**src/rtl/sb_pkg.sv**
```systemverilog
package sb_pkg;

    localparam int NUM_FU  = 5;
    localparam int FU_W    = 3;
    localparam int NUM_REG = 32;
    localparam int REG_W   = $clog2(NUM_REG);
    localparam int OP_W    = 3;

    typedef logic [FU_W-1:0]  fu_id_t;
    typedef logic [REG_W-1:0] reg_idx_t;

    localparam fu_id_t FU_NONE = '0;

    typedef enum logic [1:0] {
        PH_IDLE = 2'd0,
        PH_OPS  = 2'd1,
        PH_EXEC = 2'd2,
        PH_WB   = 2'd3
    } phase_e;

    typedef enum logic [1:0] {
        CL_INT = 2'd0,
        CL_MUL = 2'd1,
        CL_ADD = 2'd2,
        CL_DIV = 2'd3
    } cls_e;

    typedef struct packed {
        phase_e   ph;
        reg_idx_t fi;
        reg_idx_t fj;
        reg_idx_t fk;
        fu_id_t   qj;
        fu_id_t   qk;
        logic     rj;
        logic     rk;
    } fu_stat_t;

    function automatic cls_e op_class(input logic [OP_W-1:0] op);
        case (op)
            3'd1:       return CL_MUL;
            3'd2, 3'd3: return CL_ADD;
            3'd4:       return CL_DIV;
            default:    return CL_INT;
        endcase
    endfunction

    function automatic cls_e unit_class(input int idx);
        case (idx)
            0:       return CL_INT;
            1, 2:    return CL_MUL;
            3:       return CL_ADD;
            default: return CL_DIV;
        endcase
    endfunction

endpackage

```
**src/rtl/sb_prio_pick.sv**
```systemverilog
module sb_prio_pick #(
    parameter int N   = 5,
    parameter int IDW = 3
) (
    input  logic [N-1:0]   req,
    output logic [N-1:0]   grant,
    output logic           any,
    output logic [IDW-1:0] id
);
    always_comb begin
        grant = '0;
        id    = '0;
        for (int k = N - 1; k >= 0; k--) begin
            if (req[k]) begin
                grant    = '0;
                grant[k] = 1'b1;
                id       = IDW'(k + 1);
            end
        end
    end

    assign any = |req;
endmodule

```
**src/rtl/sb_unit_pick.sv**
```systemverilog
module sb_unit_pick
    import sb_pkg::*;
(
    input  logic [OP_W-1:0]   op,
    input  logic [NUM_FU-1:0] busy,
    output fu_id_t            unit,
    output logic              found
);
    logic [NUM_FU-1:0] cand;

    for (genvar i = 0; i < NUM_FU; i++) begin : g_cand
        assign cand[i] = !busy[i] && (unit_class(i) == op_class(op));
    end

    always_comb begin
        unit = FU_NONE;
        for (int k = NUM_FU - 1; k >= 0; k--) begin
            if (cand[k]) unit = fu_id_t'(k + 1);
        end
    end

    assign found = |cand;
endmodule

```
**src/rtl/sb_reg_status.sv**
```systemverilog
module sb_reg_status #(
    parameter int NREG = 32,
    parameter int RW   = 5,
    parameter int IDW  = 3
) (
    input  logic                      clk,
    input  logic                      rst,
    input  logic                      set_en,
    input  logic [RW-1:0]             set_idx,
    input  logic [IDW-1:0]            set_id,
    input  logic                      clr_en,
    input  logic [RW-1:0]             clr_idx,
    output logic [NREG-1:0][IDW-1:0]  owner
);
    for (genvar r = 0; r < NREG; r++) begin : g_reg
        logic [IDW-1:0] tag;
        always_ff @(posedge clk) begin
            if (rst) begin
                tag <= '0;
            end else if (set_en && set_idx == RW'(r)) begin
                tag <= set_id;
            end else if (clr_en && clr_idx == RW'(r)) begin
                tag <= '0;
            end
        end
        assign owner[r] = tag;
    end
endmodule

```
**src/rtl/sb_hazard_ctrl.sv**
```systemverilog
module sb_hazard_ctrl
    import sb_pkg::*;
(
    input  logic               clk,
    input  logic               rst,
    input  logic               in_valid,
    input  logic [OP_W-1:0]    in_op,
    input  logic [REG_W-1:0]   in_dst,
    input  logic [REG_W-1:0]   in_src1,
    input  logic [REG_W-1:0]   in_src2,
    input  logic [NUM_FU-1:0]  fu_done,
    output logic               issue_ok,
    output logic [FU_W-1:0]    issue_unit,
    output logic               stall,
    output logic [NUM_FU-1:0]  rd_grant,
    output logic [NUM_FU-1:0]  wb_grant
);
    fu_stat_t [NUM_FU-1:0]           st;
    logic     [NUM_FU-1:0]           busy_vec;
    logic     [NUM_FU-1:0]           war_block;
    logic     [NUM_FU-1:0]           wb_req;
    logic     [NUM_REG-1:0][FU_W-1:0] owner;
    fu_id_t   pick_id, wb_id, q1_new, q2_new;
    logic     pick_any, wb_fire;
    reg_idx_t wb_dst;

    // unit selection and the entry decision
    sb_unit_pick u_pick (
        .op    (in_op),
        .busy  (busy_vec),
        .unit  (pick_id),
        .found (pick_any)
    );

    assign issue_ok   = in_valid && pick_any && (owner[in_dst] == FU_NONE);
    assign issue_unit = issue_ok ? pick_id : FU_NONE;
    assign stall      = in_valid && !issue_ok;

    // a writer leaving this cycle no longer counts as pending
    assign q1_new = (wb_fire && owner[in_src1] == wb_id) ? FU_NONE : owner[in_src1];
    assign q2_new = (wb_fire && owner[in_src2] == wb_id) ? FU_NONE : owner[in_src2];

    // write-back arbitration
    sb_prio_pick #(.N(NUM_FU), .IDW(FU_W)) u_wbarb (
        .req   (wb_req),
        .grant (wb_grant),
        .any   (wb_fire),
        .id    (wb_id)
    );

    always_comb begin
        wb_dst = '0;
        for (int k = 0; k < NUM_FU; k++) begin
            if (wb_grant[k]) wb_dst = st[k].fi;
        end
    end

    sb_reg_status #(.NREG(NUM_REG), .RW(REG_W), .IDW(FU_W)) u_rstat (
        .clk     (clk),
        .rst     (rst),
        .set_en  (issue_ok),
        .set_idx (in_dst),
        .set_id  (pick_id),
        .clr_en  (wb_fire),
        .clr_idx (wb_dst),
        .owner   (owner)
    );

    // per-unit status records
    for (genvar i = 0; i < NUM_FU; i++) begin : g_fu
        localparam fu_id_t MY_ID = fu_id_t'(i + 1);
        fu_stat_t s;
        logic     blk;

        always_ff @(posedge clk) begin
            if (rst) begin
                s <= '0;
            end else if (issue_ok && pick_id == MY_ID) begin
                s.ph <= PH_OPS;
                s.fi <= in_dst;
                s.fj <= in_src1;
                s.fk <= in_src2;
                s.qj <= q1_new;
                s.qk <= q2_new;
                s.rj <= (q1_new == FU_NONE);
                s.rk <= (q2_new == FU_NONE);
            end else if (wb_grant[i]) begin
                s.ph <= PH_IDLE;
                s.qj <= FU_NONE;
                s.qk <= FU_NONE;
                s.rj <= 1'b0;
                s.rk <= 1'b0;
            end else begin
                if (s.ph == PH_OPS && s.rj && s.rk) begin
                    s.ph <= PH_EXEC;
                    s.rj <= 1'b0;
                    s.rk <= 1'b0;
                end else if (s.ph == PH_EXEC && fu_done[i]) begin
                    s.ph <= PH_WB;
                end
                if (wb_fire && s.qj == wb_id) begin
                    s.rj <= 1'b1;
                    s.qj <= FU_NONE;
                end
                if (wb_fire && s.qk == wb_id) begin
                    s.rk <= 1'b1;
                    s.qk <= FU_NONE;
                end
            end
        end

        assign st[i]       = s;
        assign busy_vec[i] = (s.ph != PH_IDLE);
        assign rd_grant[i] = (s.ph == PH_OPS) && s.rj && s.rk;

        // another unit still needs the old value of this unit's destination
        always_comb begin
            blk = 1'b0;
            for (int f = 0; f < NUM_FU; f++) begin
                if (f != i && busy_vec[f] &&
                    ((st[f].rj && st[f].fj == s.fi) ||
                     (st[f].rk && st[f].fk == s.fi))) begin
                    blk = 1'b1;
                end
            end
        end

        assign war_block[i] = blk;
        assign wb_req[i]    = (s.ph == PH_WB) && !war_block[i];
    end
endmodule

```
**config.mk**
```make
export PLATFORM = sky130hd
export DESIGN_NAME = sb_hazard_ctrl
export DESIGN_NICKNAME = d
export VERILOG_FILES = /design/src/rtl/sb_pkg.sv /design/src/rtl/sb_prio_pick.sv /design/src/rtl/sb_unit_pick.sv /design/src/rtl/sb_reg_status.sv /design/src/rtl/sb_hazard_ctrl.sv
export SDC_FILE = /design/constraint.sdc
export NUM_CORES = 1
export LEC_CHECK = 0
export ABC_AREA = 1
export BUFFER_PORTS_ARGS = -buffer_cell sky130_fd_sc_hd__clkbuf_2
export CAP_MARGIN = 20
export CORE_AREA = 2 2 216 175
export DETAILED_ROUTE_END_ITERATION = 8
export DIE_AREA = 0 0 218 177
export HOLD_SLACK_MARGIN = 0.03
export MAX_ROUTING_LAYER = met4
export RECOVER_POWER = 50
export SKIP_LAST_GASP = 1
export SYNTH_ARGS = -nofsm -noshare
export SYNTH_HDL_FRONTEND = slang
export SYNTH_SLANG_ARGS = --single-unit
```
**constraint.sdc**
```tcl
create_clock -name clk -period 4.9 [get_ports clk]
set_input_delay 0.735 -clock clk [delete_from_list [all_inputs] [get_ports clk]]
set_output_delay 0.735 -clock clk [all_outputs]
set_load 0.02 [all_outputs]
```
### After elaboration in Yosys (flattened, before gate mapping)

Index checks and enable logic that the tools add are counted.

| word-level totals | value |
|---|---|
| register bits | 221 |

| operators by class | value |
|---|---|
| $lt $le $gt $ge | 3 |
| equal/unequal tests | 141 |
| mux-type cells | 169 |
| reduce and logical (&&, ||, !) cells | 281 |

Operators by type and width:

| operator | number |
|---|---|
| two-way mux 3 bit | 90 |
| == test 5 bit | 40 |
| logical AND 1 bit | 169 |
| == test 5 bit, second input constant | 32 |
| nonzero test 2 bit | 42 |
| == test 5 x 4 -> 1 bit, second input constant | 16 |
| two-way mux 8 bit | 10 |
| nonzero test 4 bit | 15 |
| two-way mux 5 bit | 10 |
| binary-select mux 3 bit (select 5 bit) | 3 |
| == test 5 x 3 -> 1 bit, second input constant | 8 |
| two-way mux 1 bit | 40 |
| == test 3 bit | 12 |
| two-way mux 2 bit | 15 |
| nonzero test 3 bit | 10 |
| == test 2 bit, second input constant | 10 |
| == test 5 x 2 -> 1 bit, second input constant | 4 |
| logical OR 1 bit | 20 |
| less-than comparator 5 x 6 -> 1 bit, second input constant | 3 |
| OR reduction 3 bit | 5 |
| == test 3 x 2 -> 1 bit, second input constant | 4 |
| logical NOT 1 bit | 11 |
| == test 2 x 1 -> 1 bit, second input constant | 5 |
| == test 5 x 1 -> 1 bit, second input constant | 2 |
| other kinds (10) | 18 |

### Depth between registers and ports, before layout

| depth | value |
|---|---|
| depth in word-level cells | 24 |
| mapped depth | 23 |
| gate-level depth less buffers | 21 |

### Cells and area by module

A second synthesis with hierarchy kept.

| second synthesis, totals | value |
|---|---|
| cells, all modules | 2323 |
| area, all modules | 14617.8 µm² |

By module, submodules not included:

| module | times used | cells each | area each (µm²) | sequential area each (µm²) |
|---|---|---|---|---|
| sb_hazard_ctrl | 1 | 1711 | 10366.2 | 2502.4 |
| sb_reg_status | 1 | 571 | 4062.6 | 1921.8 |
| sb_unit_pick | 1 | 25 | 115.1 | 0.0 |
| sb_prio_pick | 1 | 16 | 73.8 | 0.0 |

### Worst setup path before layout

OpenSTA, ideal clock, no wires.

| timing path | value |
|---|---|
| path kind | in2out |
| start point | input in_dst[1] |
| end point | output stall |
| arrival | 2.316 ns |
| data required time | 4.165 ns |
| setup slack | 1.849 ns |
| stages on the path | 13 |
| buffers on the path | 1 |
| path through | buf_2 -> inv_1 -> nor2_1 -> inv_2 -> a31oi_1 -> nor2_1 -> o221ai_1 -> a21oi_1 -> nand3_1 -> nand2_1 -> nand2_1 -> inv_2 -> nor2_1 |

| on the way | value |
|---|---|
| cells in the longest elaborated chain, start to end | 6 |

Ends and longest elaborated chain:

| item | line | text |
|---|---|---|
| start: declaration | sb_hazard_ctrl.sv:8 | `input logic [REG_W-1:0] in_dst,` |
| binary-select mux 3 bit (select 5 bit) | sb_hazard_ctrl.sv:35 | `assign issue_ok = in_valid && pick_any && (owner[in_dst] == FU_NONE);` |
| two-way mux 3 bit (implied by the code) | sb_hazard_ctrl.sv:35 |  |
| logical NOT 3 bit | sb_hazard_ctrl.sv:35 |  |
| logical AND 1 bit | sb_hazard_ctrl.sv:35 |  |
| via issue_ok | sb_hazard_ctrl.sv:12 | `output logic issue_ok,` |
| logical NOT 1 bit | sb_hazard_ctrl.sv:37 | `assign stall = in_valid && !issue_ok;` |
| logical AND 1 bit | sb_hazard_ctrl.sv:37 |  |
| end: declaration | sb_hazard_ctrl.sv:14 | `output logic stall,` |

The timed path passes the listed nets, and every way through them passes these cells. The select of a mux whose other input is x is not followed.

### Worst setup path after layout

| timing path | value |
|---|---|
| start point | input in_dst[0] |
| end point | output stall |

| on the way | value |
|---|---|
| cells in the longest elaborated chain, start to end | 6 |

Ends and longest elaborated chain:

| item | line |
|---|---|
| binary-select mux 3 bit (select 5 bit) | sb_hazard_ctrl.sv:35 |
| two-way mux 3 bit (implied by the code) | sb_hazard_ctrl.sv:35 |
| logical NOT 3 bit | sb_hazard_ctrl.sv:35 |
| logical AND 1 bit | sb_hazard_ctrl.sv:35 |
| logical NOT 1 bit | sb_hazard_ctrl.sv:37 |
| logical AND 1 bit | sb_hazard_ctrl.sv:37 |

No other way between the ends. The select of a mux whose other input is x is not followed.

==> results list <==
- Of the post-synthesis cell area, the dominant cell type holds 0.292.
- Via count of the first global-routing pass: 15400
- Dividing the final minimum period by the clock period gives 0.934.
- In the final timing run, aggregate negative setup slack is 0 ns.
- For this run, design rule violations remaining after detail routing come to 0.
- Of all flip-flops after synthesis, the portion carrying an async set or reset was 0.
* Half-perimeter wire length of the detailed placement result: 45400 um
* Clock-pin slew of the registers on the worst-case setup and hold paths: 0.06 ns
- Tracing the worst setup path back leads to its startpoint at in_dst[0].
* Transition time at the pin with the least slew margin: 1.54 ns
* Boundary pin count: 41
- The first detailed-routing pass ran for 6 iterations.
* WL final: 65700 um
- After detailed routing, the average wire length per cell comes to 22.1 um.
- The analysis attributes to cell leakage a power of 0.00685 uW.
* Drt initial violations: 2597
* Max Clk Rate: 0.219 GHz
- TritonCTS built the clock tree.
- Counting every instance in the synthesized netlist gives 2491.
- Placed Instances: 2920
- The sequential cells in the finished layout cover a total of 0.00442 mm2.
- Required time of the critical path: 4.16 ns
* Count of fill cells added during filler insertion: 3909
* Slew Viols, Final: 33
* Synth Warn #: 0
- Top cells by area, synth: sky130_fd_sc_hd__dfxtp_1 (29%), sky130_fd_sc_hd__nand2_1 (15%), sky130_fd_sc_hd__a21oi_1 (9.6%)
- Summing all multi-input logic gate instances after layout gives 0.00930 mm2.
- Min setup slack post-route: 0.326 ns
- Of the cells placed in the final design, the portion with a size suffix greater than 1 is 0.0805.
- Setup repair after global routing left no endpoint under its margin.
- Worst-case hold slack: 0.489 ns
* Site row count: 63
- Count of vias placed by the detailed router: 17600
- Hold buffer count at CTS: 0
- In the synthesized netlist the dominant register cell turns out to be sky130_fd_sc_hd__dfxtp_1.
- The die is 218 um wide.
- Across the VDD grid, the largest voltage drop is 267 uV.
- In this run the tool buffered the top-level ports with 40 buffer cells.
* GPL Wtd Cong: 1.00
* Drt via density: 5.94
- Post-route insts no fill: 2971
* Die Height: 177 um
- For this configuration, the core starts out at a cell density of 0.414.
- Die area: 0.0386 mm2
- Buffers inserted during clock tree synthesis total 26.
- Count leader, synth: sky130_fd_sc_hd__nand2_1
- Worst setup path class: input port to primary output
* Critical Path Sink Type: primary output
- Final critical-path required period: 4.57 ns
* Failing checks: max-capacitance violations, max-slew violations
- The tree is rooted in a sky130_fd_sc_hd__clkbuf_16.
- In this run the deepest clock path goes through 3 buffers.
* Flop and latch count out of synthesis: 221
* Cell type contributing the most total cell area after synthesis: sky130_fd_sc_hd__dfxtp_1
- CTS built an H-tree with a depth of 1.
- The synthesized design contains 0 enable-type register cells.
- In this run the worst path has a maximum fanout of 9.
* Pin count of the biggest net entering global routing: 79
* Number of max-cap violations: 1
* Antenna violations before repair: 2
- Gates resized during post-CTS repair numbered 0.
- Worst R2R Path Depth: 15
- Top cells by count, synth: sky130_fd_sc_hd__nand2_1 (600), sky130_fd_sc_hd__a21oi_1 (291), sky130_fd_sc_hd__nor2_1 (289), sky130_fd_sc_hd__nand3_1 (246), sky130_fd_sc_hd__o21ai_0 (241)
- Overall routing resource usage: 0.342
- Worst-case setup slack after placement: 0.353 ns
- Global-route congestion overflow total: 0
- The flow ran to the end, but the final reports show violations.
- Clock sink count: 221
* Data arrival time at the worst-slack endpoint: 3.84 ns
- Setup slack on the worst reg-to-reg path comes out at 1.03 ns.
- Startpoint of the worst register-to-register path: g_fu[3].s[24]$_SDFFE_PP0P_
- Number of buffers added for setup after CTS: 0
* Netlist Area Pre-Place: 0.0151 mm2
- The endpoint identified for the worst register-to-register timing path is u_rstat.g_reg[23].tag[1]$_SDFFE_PP0P_.
- Setup violations remaining at the end of the flow were counted as 0.
- The worst hold path belongs to the class register to register.
* Area overhead of the layout relative to synthesis: 9.67%
- Count of distinct cell types in the synthesized netlist: 43
* Post-Synthesis Mean Instance Area: 6.07 um2
* Net count of the finished layout: 2489
- Synthesis produced a netlist with a net count of 2517.
* Crit path capture: stall
- The later pin in the worst-skew pair is clocked with a latency of 0.56 ns.
- The first global-routing pass estimated 97000 um of wire.
- The final hold violation count was 0.
- Pwr Total: 4990 uW
* Startpoint Class: input port
- For this run, the register share of the synthesized area comes to 0.292.
- After floorplanning, the core was sized to cover 0.0366 mm2.
- Worst setup skew after layout: 0.0204 ns
* Post-DRT Antenna Nets: 0
- PwrDens: 301 mW/mm2
- Headroom to the max-slew limit: -0.0237
-- final cells by class --
type | count | share of cell area
well taps | 487 | 0.0367
clock buffers | 34 | 0.0453
flip-flops and latches | 221 | 0.267
multi-input cells | 1927 | 0.560
inverters | 214 | 0.0484
repair buffers | 73 | 0.0278
clock inverters | 14 | 0.0146
diodes | 1 | 0.000151
-- where the power goes --
part	internal, uW	switching (uW)
logic	215	582
registers	1850	83.6
clock network	1400	864
total	3460	1530
-- critical path, stage by stage --
cell	delay [ns]
sky130_fd_sc_hd__clkbuf_2	0.22
sky130_fd_sc_hd__nor2_1	0.77
sky130_fd_sc_hd__inv_1	0.47
sky130_fd_sc_hd__a21oi_1	0.24
sky130_fd_sc_hd__nor2_1	0.07
sky130_fd_sc_hd__o221ai_1	0.11
sky130_fd_sc_hd__a21oi_1	0.11
sky130_fd_sc_hd__nand3_1	0.08
sky130_fd_sc_hd__nand2_1	0.17
sky130_fd_sc_hd__nand2_1	0.42
sky130_fd_sc_hd__inv_2	0.15
sky130_fd_sc_hd__nor2_1	0.11
sky130_fd_sc_hd__clkbuf_2	0.17
-- state kept, by name (all words and copies together) (netlist names) --
name           cells
u_rstat.g.tag     96
g_fu.s           125
-- stage by stage --
step           instance area, um2   util
5_1_grt                     16600  0.454
2_1_floorplan               15100      -
3_3_place_gp                15600  0.426
3_5_place_dp                15600  0.426
4_1_cts                     16600  0.453
6_report                    16600  0.454
-- how the worst min path moves through the flow --
| stage | from | end | slack, ns | depth (start not counted) |
|---|---|---|---|---|
| floorplan | u_rstat.g_reg[6].tag[0]$_SDFFE_PP0P_ | u_rstat.g_reg[6].tag[0]$_SDFFE_PP0P_ | 0.46 | 2 |
| CTS | u_rstat.g_reg[1].tag[0]$_SDFFE_PP0P_ | u_rstat.g_reg[1].tag[0]$_SDFFE_PP0P_ | 0.49 | 2 |
| global route | g_fu[3].s[6]$_SDFFE_PP0P_ | g_fu[3].s[6]$_SDFFE_PP0P_ | 0.51 | 2 |
| detailed placement | u_rstat.g_reg[1].tag[0]$_SDFFE_PP0P_ | u_rstat.g_reg[1].tag[0]$_SDFFE_PP0P_ | 0.49 | 2 |
| global placement | u_rstat.g_reg[6].tag[1]$_SDFFE_PP0P_ | u_rstat.g_reg[6].tag[1]$_SDFFE_PP0P_ | 0.48 | 2 |
| finish | u_rstat.g_reg[6].tag[1]$_SDFFE_PP0P_ | u_rstat.g_reg[6].tag[1]$_SDFFE_PP0P_ | 0.49 | 2 |
-- cells in the final DEF (no fill, tap or decap), types with 2 or more instances in the layout --
| cell | n |
|---|---|
| sky130_fd_sc_hd__nand2_1 | 600 |
| sky130_fd_sc_hd__a21oi_1 | 291 |
| sky130_fd_sc_hd__nor2_1 | 289 |
| sky130_fd_sc_hd__nand3_1 | 246 |
| sky130_fd_sc_hd__o21ai_0 | 242 |
| sky130_fd_sc_hd__dfxtp_1 | 221 |
| sky130_fd_sc_hd__inv_1 | 181 |
| sky130_fd_sc_hd__xor2_1 | 41 |
| sky130_fd_sc_hd__clkbuf_2 | 36 |
| sky130_fd_sc_hd__o22ai_1 | 32 |
| sky130_fd_sc_hd__clkbuf_16 | 27 |
| sky130_fd_sc_hd__buf_4 | 27 |
| sky130_fd_sc_hd__nor3_1 | 26 |
| sky130_fd_sc_hd__inv_2 | 26 |
| sky130_fd_sc_hd__o31ai_1 | 23 |
| sky130_fd_sc_hd__nand3_2 | 22 |
| sky130_fd_sc_hd__o21ai_1 | 18 |
| sky130_fd_sc_hd__o211ai_1 | 15 |
| sky130_fd_sc_hd__clkbuf_1 | 10 |
| sky130_fd_sc_hd__o221ai_1 | 9 |
| sky130_fd_sc_hd__nor2_2 | 9 |
| sky130_fd_sc_hd__nand4_1 | 8 |
| sky130_fd_sc_hd__nor2_4 | 8 |
| sky130_fd_sc_hd__clkinv_1 | 7 |
| sky130_fd_sc_hd__nand2_2 | 7 |
| sky130_fd_sc_hd__a31oi_1 | 6 |
| sky130_fd_sc_hd__nor2_8 | 6 |
| sky130_fd_sc_hd__bufinv_16 | 6 |
| sky130_fd_sc_hd__nand3_4 | 5 |
| sky130_fd_sc_hd__clkbuf_8 | 5 |
| sky130_fd_sc_hd__a22oi_1 | 4 |
| sky130_fd_sc_hd__nand3b_1 | 4 |
| sky130_fd_sc_hd__clkinv_4 | 4 |
| sky130_fd_sc_hd__and2_1 | 3 |
| sky130_fd_sc_hd__clkinvlp_4 | 3 |
| sky130_fd_sc_hd__a21oi_2 | 2 |
| sky130_fd_sc_hd__nand2_4 | 2 |
-- metal layers --
| layer | GRT usage | part of all wire |
|---|---|---|
| met5 | - | 0 |
| met3 | 0.0921 | 0.13 |
| met4 | 0.116 | 0.036 |
| met2 | 0.454 | 0.39 |
| met1 | 0.490 | 0.45 |
-- cells by family (layout without fill, tap and decap cells) --
group	after synthesis	count (layout)	synth area share
AND/OR/NAND/NOR	1238	1238	0.362
buffers and inverters	343	335	0.0931
other	0	1	0
flip-flops	221	221	0.292
AO/OA/AOI/OAI	648	648	0.229
XOR/XNOR	41	41	0.0237
No activity file was read; power rests on OpenSTA's default activity.
